==> config.mk <==
export PLATFORM = sky130hd
export DESIGN_NAME = ctr_blockgen
export DESIGN_NICKNAME = d
export VERILOG_FILES = /design/src/rtl/ctr_pkg.sv /design/src/rtl/ctr_mode_dec.sv /design/src/rtl/ctr_seg_inc.sv /design/src/rtl/ctr_blockgen.sv
export SDC_FILE = /design/constraint.sdc
export NUM_CORES = 1
export LEC_CHECK = 0
export BUFFER_PORTS_ARGS = -buffer_cell sky130_fd_sc_hd__buf_2
export CELL_PAD_IN_SITES_DETAIL_PLACEMENT = 1
export CELL_PAD_IN_SITES_GLOBAL_PLACEMENT = 1
export CORE_UTILIZATION = 36
export DETAILED_ROUTE_END_ITERATION = 8
export PLACE_DENSITY_LB_ADDON = 0.1
export SLEW_MARGIN = 20
export SYNTH_ARGS = -nofsm -noshare
export SYNTH_HDL_FRONTEND = slang
export SYNTH_SLANG_ARGS = --single-unit
==> constraint.sdc <==
create_clock -name clk -period 7 [get_ports clk]
set_clock_uncertainty 0.15 [all_clocks]
set_input_delay 1.4 -clock clk [delete_from_list [all_inputs] [get_ports clk]]
set_output_delay 1.4 -clock clk [all_outputs]
set_load 0.005 [all_outputs]
==> src/rtl/ctr_pkg.sv <==
package ctr_pkg;

    typedef enum logic [1:0] {
        CW_FULL    = 2'b00,
        CW_HALF    = 2'b01,
        CW_QUARTER = 2'b10,
        CW_ALIAS   = 2'b11
    } ctr_width_e;

    typedef struct packed {
        logic       loaded;
        logic       wrapped;
        ctr_width_e width;
    } ctr_state_t;

    // number of low-order bits that count for a given width code
    function automatic int unsigned field_bits(input ctr_width_e w, input int unsigned blk_w);
        case (w)
            CW_HALF:    return blk_w / 2;
            CW_QUARTER: return blk_w / 4;
            default:    return blk_w;
        endcase
    endfunction

endpackage

==> src/rtl/ctr_mode_dec.sv <==
module ctr_mode_dec
    import ctr_pkg::*;
#(
    parameter int unsigned BLK_W = 128,
    parameter int unsigned SEG_W = 32,
    localparam int unsigned N_SEG = BLK_W / SEG_W
) (
    input  ctr_width_e       width,
    output logic [N_SEG-1:0] seg_en
);
    for (genvar i = 0; i < N_SEG; i++) begin : g_en
        assign seg_en[i] = (i * SEG_W) < field_bits(width, BLK_W);
    end
endmodule

==> src/rtl/ctr_seg_inc.sv <==
module ctr_seg_inc #(
    parameter int unsigned SEG_W = 32
) (
    input  logic [SEG_W-1:0] val,
    input  logic             en,
    input  logic             cin,
    output logic [SEG_W-1:0] sum,
    output logic             cout
);
    logic [SEG_W:0] ext;

    always_comb begin
        if (en) ext = {1'b0, val} + {{SEG_W{1'b0}}, cin};
        else    ext = {1'b0, val};
    end

    assign sum  = ext[SEG_W-1:0];
    assign cout = ext[SEG_W];
endmodule

==> src/rtl/ctr_blockgen.sv <==
module ctr_blockgen
    import ctr_pkg::*;
#(
    parameter int unsigned BLK_W = 128,
    parameter int unsigned SEG_W = 32
) (
    input  logic             clk,
    input  logic             rst,
    input  logic             iv_load,
    input  logic [BLK_W-1:0] iv_data,
    input  logic [1:0]       mode,
    input  logic             adv_valid,
    output logic             adv_ready,
    output logic [BLK_W-1:0] blk_out,
    output logic             wrap_flag
);
    localparam int unsigned N_SEG = BLK_W / SEG_W;

    ctr_state_t       st_q;
    logic [BLK_W-1:0] ctr_q, ctr_d;
    logic [N_SEG-1:0] seg_en;
    logic [N_SEG:0]   carry;
    logic             accept, wrap_hit;

    assign accept   = adv_valid && st_q.loaded;
    assign carry[0] = accept;

    ctr_mode_dec #(.BLK_W(BLK_W), .SEG_W(SEG_W)) u_dec (
        .width  (st_q.width),
        .seg_en (seg_en)
    );

    for (genvar i = 0; i < N_SEG; i++) begin : g_seg
        ctr_seg_inc #(.SEG_W(SEG_W)) u_inc (
            .val  (ctr_q[i*SEG_W +: SEG_W]),
            .en   (seg_en[i]),
            .cin  (carry[i]),
            .sum  (ctr_d[i*SEG_W +: SEG_W]),
            .cout (carry[i+1])
        );
    end

    // rollover = carry out of the highest enabled segment
    always_comb begin
        wrap_hit = 1'b0;
        for (int i = 0; i < N_SEG; i++) begin
            if (seg_en[i] && (i == N_SEG - 1 || !seg_en[(i + 1) % N_SEG]))
                wrap_hit = wrap_hit | carry[i+1];
        end
    end

    always_ff @(posedge clk) begin
        if (rst) begin
            ctr_q        <= '0;
            st_q.loaded  <= 1'b0;
            st_q.wrapped <= 1'b0;
            st_q.width   <= CW_FULL;
        end else if (iv_load) begin
            ctr_q        <= iv_data;
            st_q.loaded  <= 1'b1;
            st_q.wrapped <= 1'b0;
            st_q.width   <= ctr_width_e'(mode);
        end else if (accept) begin
            ctr_q <= ctr_d;
            if (wrap_hit) st_q.wrapped <= 1'b1;
        end
    end

    assign adv_ready = st_q.loaded;
    assign blk_out   = ctr_q;
    assign wrap_flag = st_q.wrapped;
endmodule

Word level (Yosys, flattened, before mapping)
Index checks and enable logic that the tools add are counted.
{"block": "op_classes", "add_sub_neg": 4, "order_cmp": 4, "n_eq_ne": 2, "n_mux": 11, "bitwise": 3, "n_reduce_logical": 18}
{"op": "$mux W128", "n": 2}
{"op": "$add A32 B1 Y33", "n": 4}
{"op": "$mux W33", "n": 4}
{"op": "$lt A7 B8 Y1 const A", "n": 2}
{"op": "$pmux W8 S2", "n": 1}
{"op": "$reduce_and A2 Y1", "n": 5}
{"op": "$reduce_bool A2 Y1", "n": 5}
{"op": "$lt A1 B8 Y1 const A", "n": 1}
{"op": "$lt A6 B8 Y1 const A", "n": 1}
{"op": "$logic_and A1 B1 Y1", "n": 4}
{"op": "$mux W1", "n": 4}
{"op": "$logic_not A1 Y1", "n": 3}
{"op": "$or A1 B1 Y1", "n": 3}
{"op": "$eq A2 B1 Y1 const B", "n": 1}
{"op": "$eq A2 B2 Y1 const B", "n": 1}
{"op": "$reduce_or A2 Y1", "n": 1}
{"block": "totals", "regBits": 132, "input_bits": 134, "out_inout_bits": 130, "word_cells": 49}

Longest topological paths before layout
{"block": "logic_depth", "word_depth": 13, "mapped_depth": 25, "mapped_depth_nobuf": 22}

Modules after synthesis
Synthesis repeated with hierarchy kept, for this count alone.
{"block": "hier_totals", "cells_unflattened": 1008, "hier_area_um2": 9678.0}
{"mod": "ctr_blockgen", "instances": 1, "cells_each": 590, "area_per_inst_um2": 6478.7, "seq_area_each_um2": 2642.5}
{"mod": "ctr_seg_inc", "instances": 4, "cells_each": 103, "area_per_inst_um2": 788.3, "seq_area_each_um2": 0.0}
{"mod": "ctr_mode_dec", "instances": 1, "cells_each": 6, "area_per_inst_um2": 46.3, "seq_area_each_um2": 0.0}

Worst setup path after synthesis
Ideal clock, no wire load.
{"block": "synth_timing", "path_type": "input port to flip-flop", "from": "input port adv_valid", "to": "register ctr_q[114], in the netlist blk_out[114]", "setup_time_ps": 86, "arrival_time_ps": 5528, "required_ps": 6764, "path_slack_ps": 1237, "cell_stages": 24, "path_buffers": 2, "path_cell_list": "nand2_1 -> buf_2 -> inv_2 -> ha_1 -> ha_1 -> and3_1 -> clkbuf_1 -> nand4_1 -> nor3_1 -> ha_1 -> ha_1 -> nand4b_1 -> nor3_1 -> ha_1 -> ha_1 -> nand3_1 -> nor4_1 -> ha_1 -> ha_1 -> nand2_1 -> nor4_1 -> nand4_1 -> xor2_1 -> a211oi_1"}
{"block": "synth_via", "elab_chain_len": 11, "word_cells_on_any_way": 13, "classes_between": "add/sub: 4; mux: 6; reduce/logical: 3"}
{"item": "start: declaration", "line": "ctr_blockgen.sv:12", "source": "input logic adv_valid,"}
{"item": "$logic_and A1 B1 Y1 (*)", "line": "ctr_blockgen.sv:25", "source": "assign accept = adv_valid && st_q.loaded;"}
{"item": "$add A32 B1 Y33", "line": "ctr_seg_inc.sv:13", "source": "if (en) ext = {1'b0, val} + {{SEG_W{1'b0}}, cin};"}
{"item": "$mux W33", "line": "ctr_seg_inc.sv:13"}
{"item": "$add A32 B1 Y33", "line": "ctr_seg_inc.sv:13"}
{"item": "$mux W33", "line": "ctr_seg_inc.sv:13"}
{"item": "$add A32 B1 Y33", "line": "ctr_seg_inc.sv:13"}
{"item": "$mux W33", "line": "ctr_seg_inc.sv:13"}
{"item": "$add A32 B1 Y33", "line": "ctr_seg_inc.sv:13"}
{"item": "$mux W33", "line": "ctr_seg_inc.sv:13"}
{"item": "$mux W128", "line": "ctr_blockgen.sv:63", "source": "end else if (accept) begin"}
{"item": "$mux W128", "line": "ctr_blockgen.sv:58", "source": "end else if (iv_load) begin"}
{"item": "end signal: assignment", "line": "ctr_blockgen.sv:59", "source": "ctr_q <= iv_data;"}
{"item": "end signal: assignment", "line": "ctr_blockgen.sv:64", "source": "ctr_q <= ctr_d;"}
{"item": "end: declaration", "line": "ctr_blockgen.sv:20", "source": "logic [BLK_W-1:0] ctr_q, ctr_d;"}
Mark *: on every way between the ends. The rest lies on a longest branch, timed or not. The select of a mux whose other input is x is not followed.
A chain may end at the register's enable or synchronous reset.

Worst setup path after layout
{"block": "layout_timing", "from": "input port adv_valid", "to": "register ctr_q[123], in the netlist blk_out[123]"}
The elaborated chain is that of the path after synthesis.

==> results.yml <==
status:
  status: "complete, no violations"
logic_synthesis:
  post_synth_instance_area_um2: 7550
  yosys-top-cells-area: "dfxtp_1, nor2_1, nand2_1, xor2_1, a211oi_1"
  ys_seq_elements: 132
  yosys_warnings: 0
  synthArstFlopShare_pct: 0
  yosysMostFrequentCell: "dfxtp_1"
  synth_top_area_share_pct: 35.0
  synth-edff-count: 0
  syn_inst: 959
  yosysSeqAreaShare_pct: 35.0
  syn_area_per_cell_um2: 7.88
  yosysTopAreaCell: "dfxtp_1"
  ys.flop_type: "dfxtp_1"
  synth.net_count: 1104
  synth_commonest_cells: "dfxtp_1, nor2_1, nand2_1"
  synth_cell_type_count: 59
finish:
  ff_latch_area_um2: 2640
  fin_cells: 1479
  fillers: 2612
  drive_above_1_share_pct: 27.2
  fin_area_um2: 9660
  area_growth_pct: 27.9
  utilization_pct: 47.3
  multiInputGateArea_um2: 4630
  nNetsFinal: 1340
worst_setup_path:
  critical_path_cell_count: 22
  cpLargestDelayFamily: "simple AND/OR/NAND/NOR gates"
  path_max_fanout: 10
  path_buf_inv: 2
  r2r_cells: 21
  crit_type: "input port to flip-flop"
  cp_slowest_cell: "or4_1"
  max_stage_delay_ps: 470
  crit_required_ps: 7180
  worstPathArrival_ps: 6630
  setup.worst_path.start_class: "input port"
  setup.worst_path.end_class: "flip-flop"
  cp_cell_sequence: "buf_2, nand2_1, inv_2, ha_1, ha_1, and3_1, nand4_1, nor3_1, ha_1, ha_1, nand4b_1, nor3_1, ha_1, ha_1, nand3_1, nor4_1, ha_1, nand3_1, nor3_2, nand3_1, or4_1, a311oi_1"
  crit_top_cell: "ha_1"
timing:
  setup_violations: 0
  rsz0062_at_grt: "false"
  slew_headroom_pct: 36.5
  min_period_ps: 6450
  period_share_pct: 92.2
  hold_viol_final: 0
  clock.fmax_mhz: 155
  tightest_slew_ps: 945
  finalMaxSlewViolations: 0
  setup_tns_ps: 0
global_routing:
  grt_pass1_vias: 8044
  overflow: 0
  grt_first_pass_wirelength_um: 43500
  grt_usage_pct: 25.4
  antenna_found_initial: 2
  grt_max_degree: 121
placement:
  dp_hpwl_um: 19400
  place_congestion: 0.819
  post_dp_cell_area_um2: 9060
  dpl.cell_count: 1446
  port_buffers: 263
worst_hold_path:
  hold_path_depth: 2
  holdCritPathClass: "flip-flop to flip-flop"
clock_network:
  clk_path_buf_depth: 2
  clkTransAtPathRegs_ps: 60
  cts_setup_buffers: 0
  cts_buffers: 17
  postCtsHoldBufs: 0
  cts_root_buffer: "clkbuf_16"
  h-tree-depth: 4
  cts_tree: "done"
  numClockSinks: 132
  clock_latency_ps: 430
route:
  wl_per_cell_um: 18.3
  drtAntennaViolNets: 0
  drt-total-wl_um: 27000
  drc: 0
  drt_first_pass_iters: 4
  vias_per_cell: 5.48
  vias: 8111
  first_iter_violations: 358
floorplanning:
  rows: 52
  core_area_um2: 20400
  die_w_um: 147
  die_h_um: 147
  io_pins: 264
  die-area_um2: 21600
  start_util_pct: 37.0
power:
  power.total_mw: 2.04
  p_per_area_nw_per_um2: 211
  ir_drop_mv: 0.137
  leakage_nw: 3.82
flow_run:
  drv_cap: 0
## final cells by class
class | count | share of cell area (%)
diodes | 1 | 0.0259
repair buffers | 271 | 14.3
clock buffers | 19 | 4.58
well taps | 270 | 3.50
flip-flops and latches | 132 | 27.4
clock inverters | 13 | 1.54
multi-input cells | 754 | 47.9
inverters | 19 | 0.790
## power by group
part / total (mW) / internal, mW / switching, mW
registers: 0.869 / 0.801 / 0.0681
logic: 0.255 / 0.118 / 0.137
clock network: 0.916 / 0.539 / 0.377
## registers in the layout (all words and copies together), names as in the netlist
signal     flops
wrap_flag      1
adv_ready      1
blk_out      128
st_q           2
## metrics by stage
step	hold slack (ps)	setup WS [ps]
after floorplan	336	1240
after global placement	344	375
after detailed placement	353	88.3
after CTS	363	507
after global routing	390	67.3
final	360	546
## worst paths after layout
check        slack (ps)      endpoint        start
max                 550  blk_out[123]    adv_valid
min                 360   blk_out[64]  blk_out[64]
max reg2reg        1030  blk_out[123]    adv_ready
min reg2reg         360   blk_out[64]  blk_out[64]
## layer usage
metal | global-route usage [%] | vias to the layer above | wire length (µm) | part of all wire (%)
li1 | - | 4009 | - | -
met2 | 40.9 | 191 | 12300 | 45
met1 | 34.0 | 3886 | 13000 | 48
met4 | 6.30 | 2 | 302 | 1.1
met3 | 5.93 | 23 | 1410 | 5.2
met5 | 0 | - | 16 | 0.059
## timing repair
| action | CTS | global route |
|---|---|---|
| endpoints found under the setup margin | 0 | 2 |
| resized for setup | 0 | 1 |
| hold endpoints to repair | 0 | 0 |
## cells in the final DEF, fill, tap and decap left out, types with 19 or more instances in the layout
master    netlist  final
nor2_1        124    124
a21oi_1        35     35
xnor2_1        36     36
nand2_1       107    107
nand3_1        51     51
a211oi_1       52     52
nor3_1         27     27
and3_1         19     19
nand4_1        57     57
dfxtp_1       132    132
xor2_1         45     45
or3_1          23     23
a311oi_1       20     20
o21ai_0        23     23
buf_2           3    262
## kinds of logic (layout without fill, tap and decap cells)
group	count (synthesis)	after routing	share of synthesized area, %
other cells	0	1	0
simple gates	478	478	32.8
xor+xnor	81	81	9.39
buf+inv	73	322	3.78
mux	6	6	0.795
compound gates	178	178	16.4
flops	132	132	35.0
fa+ha+maj	11	11	1.82
## worst reg2reg max path, cell delays in order, from the launching register on
cell	delay [ps]
dfxtp_1	520
nand2_1	140
inv_2	210
ha_1	230
ha_1	290
and3_1	360
nand4_1	140
nor3_1	360
ha_1	290
ha_1	230
nand4b_1	130
nor3_1	200
ha_1	240
ha_1	200
nand3_1	80
nor4_1	260
ha_1	240
nand3_1	230
nor3_2	350
nand3_1	290
or4_1	470
a311oi_1	270
Note: power is estimated with default switching activity, not from simulation.
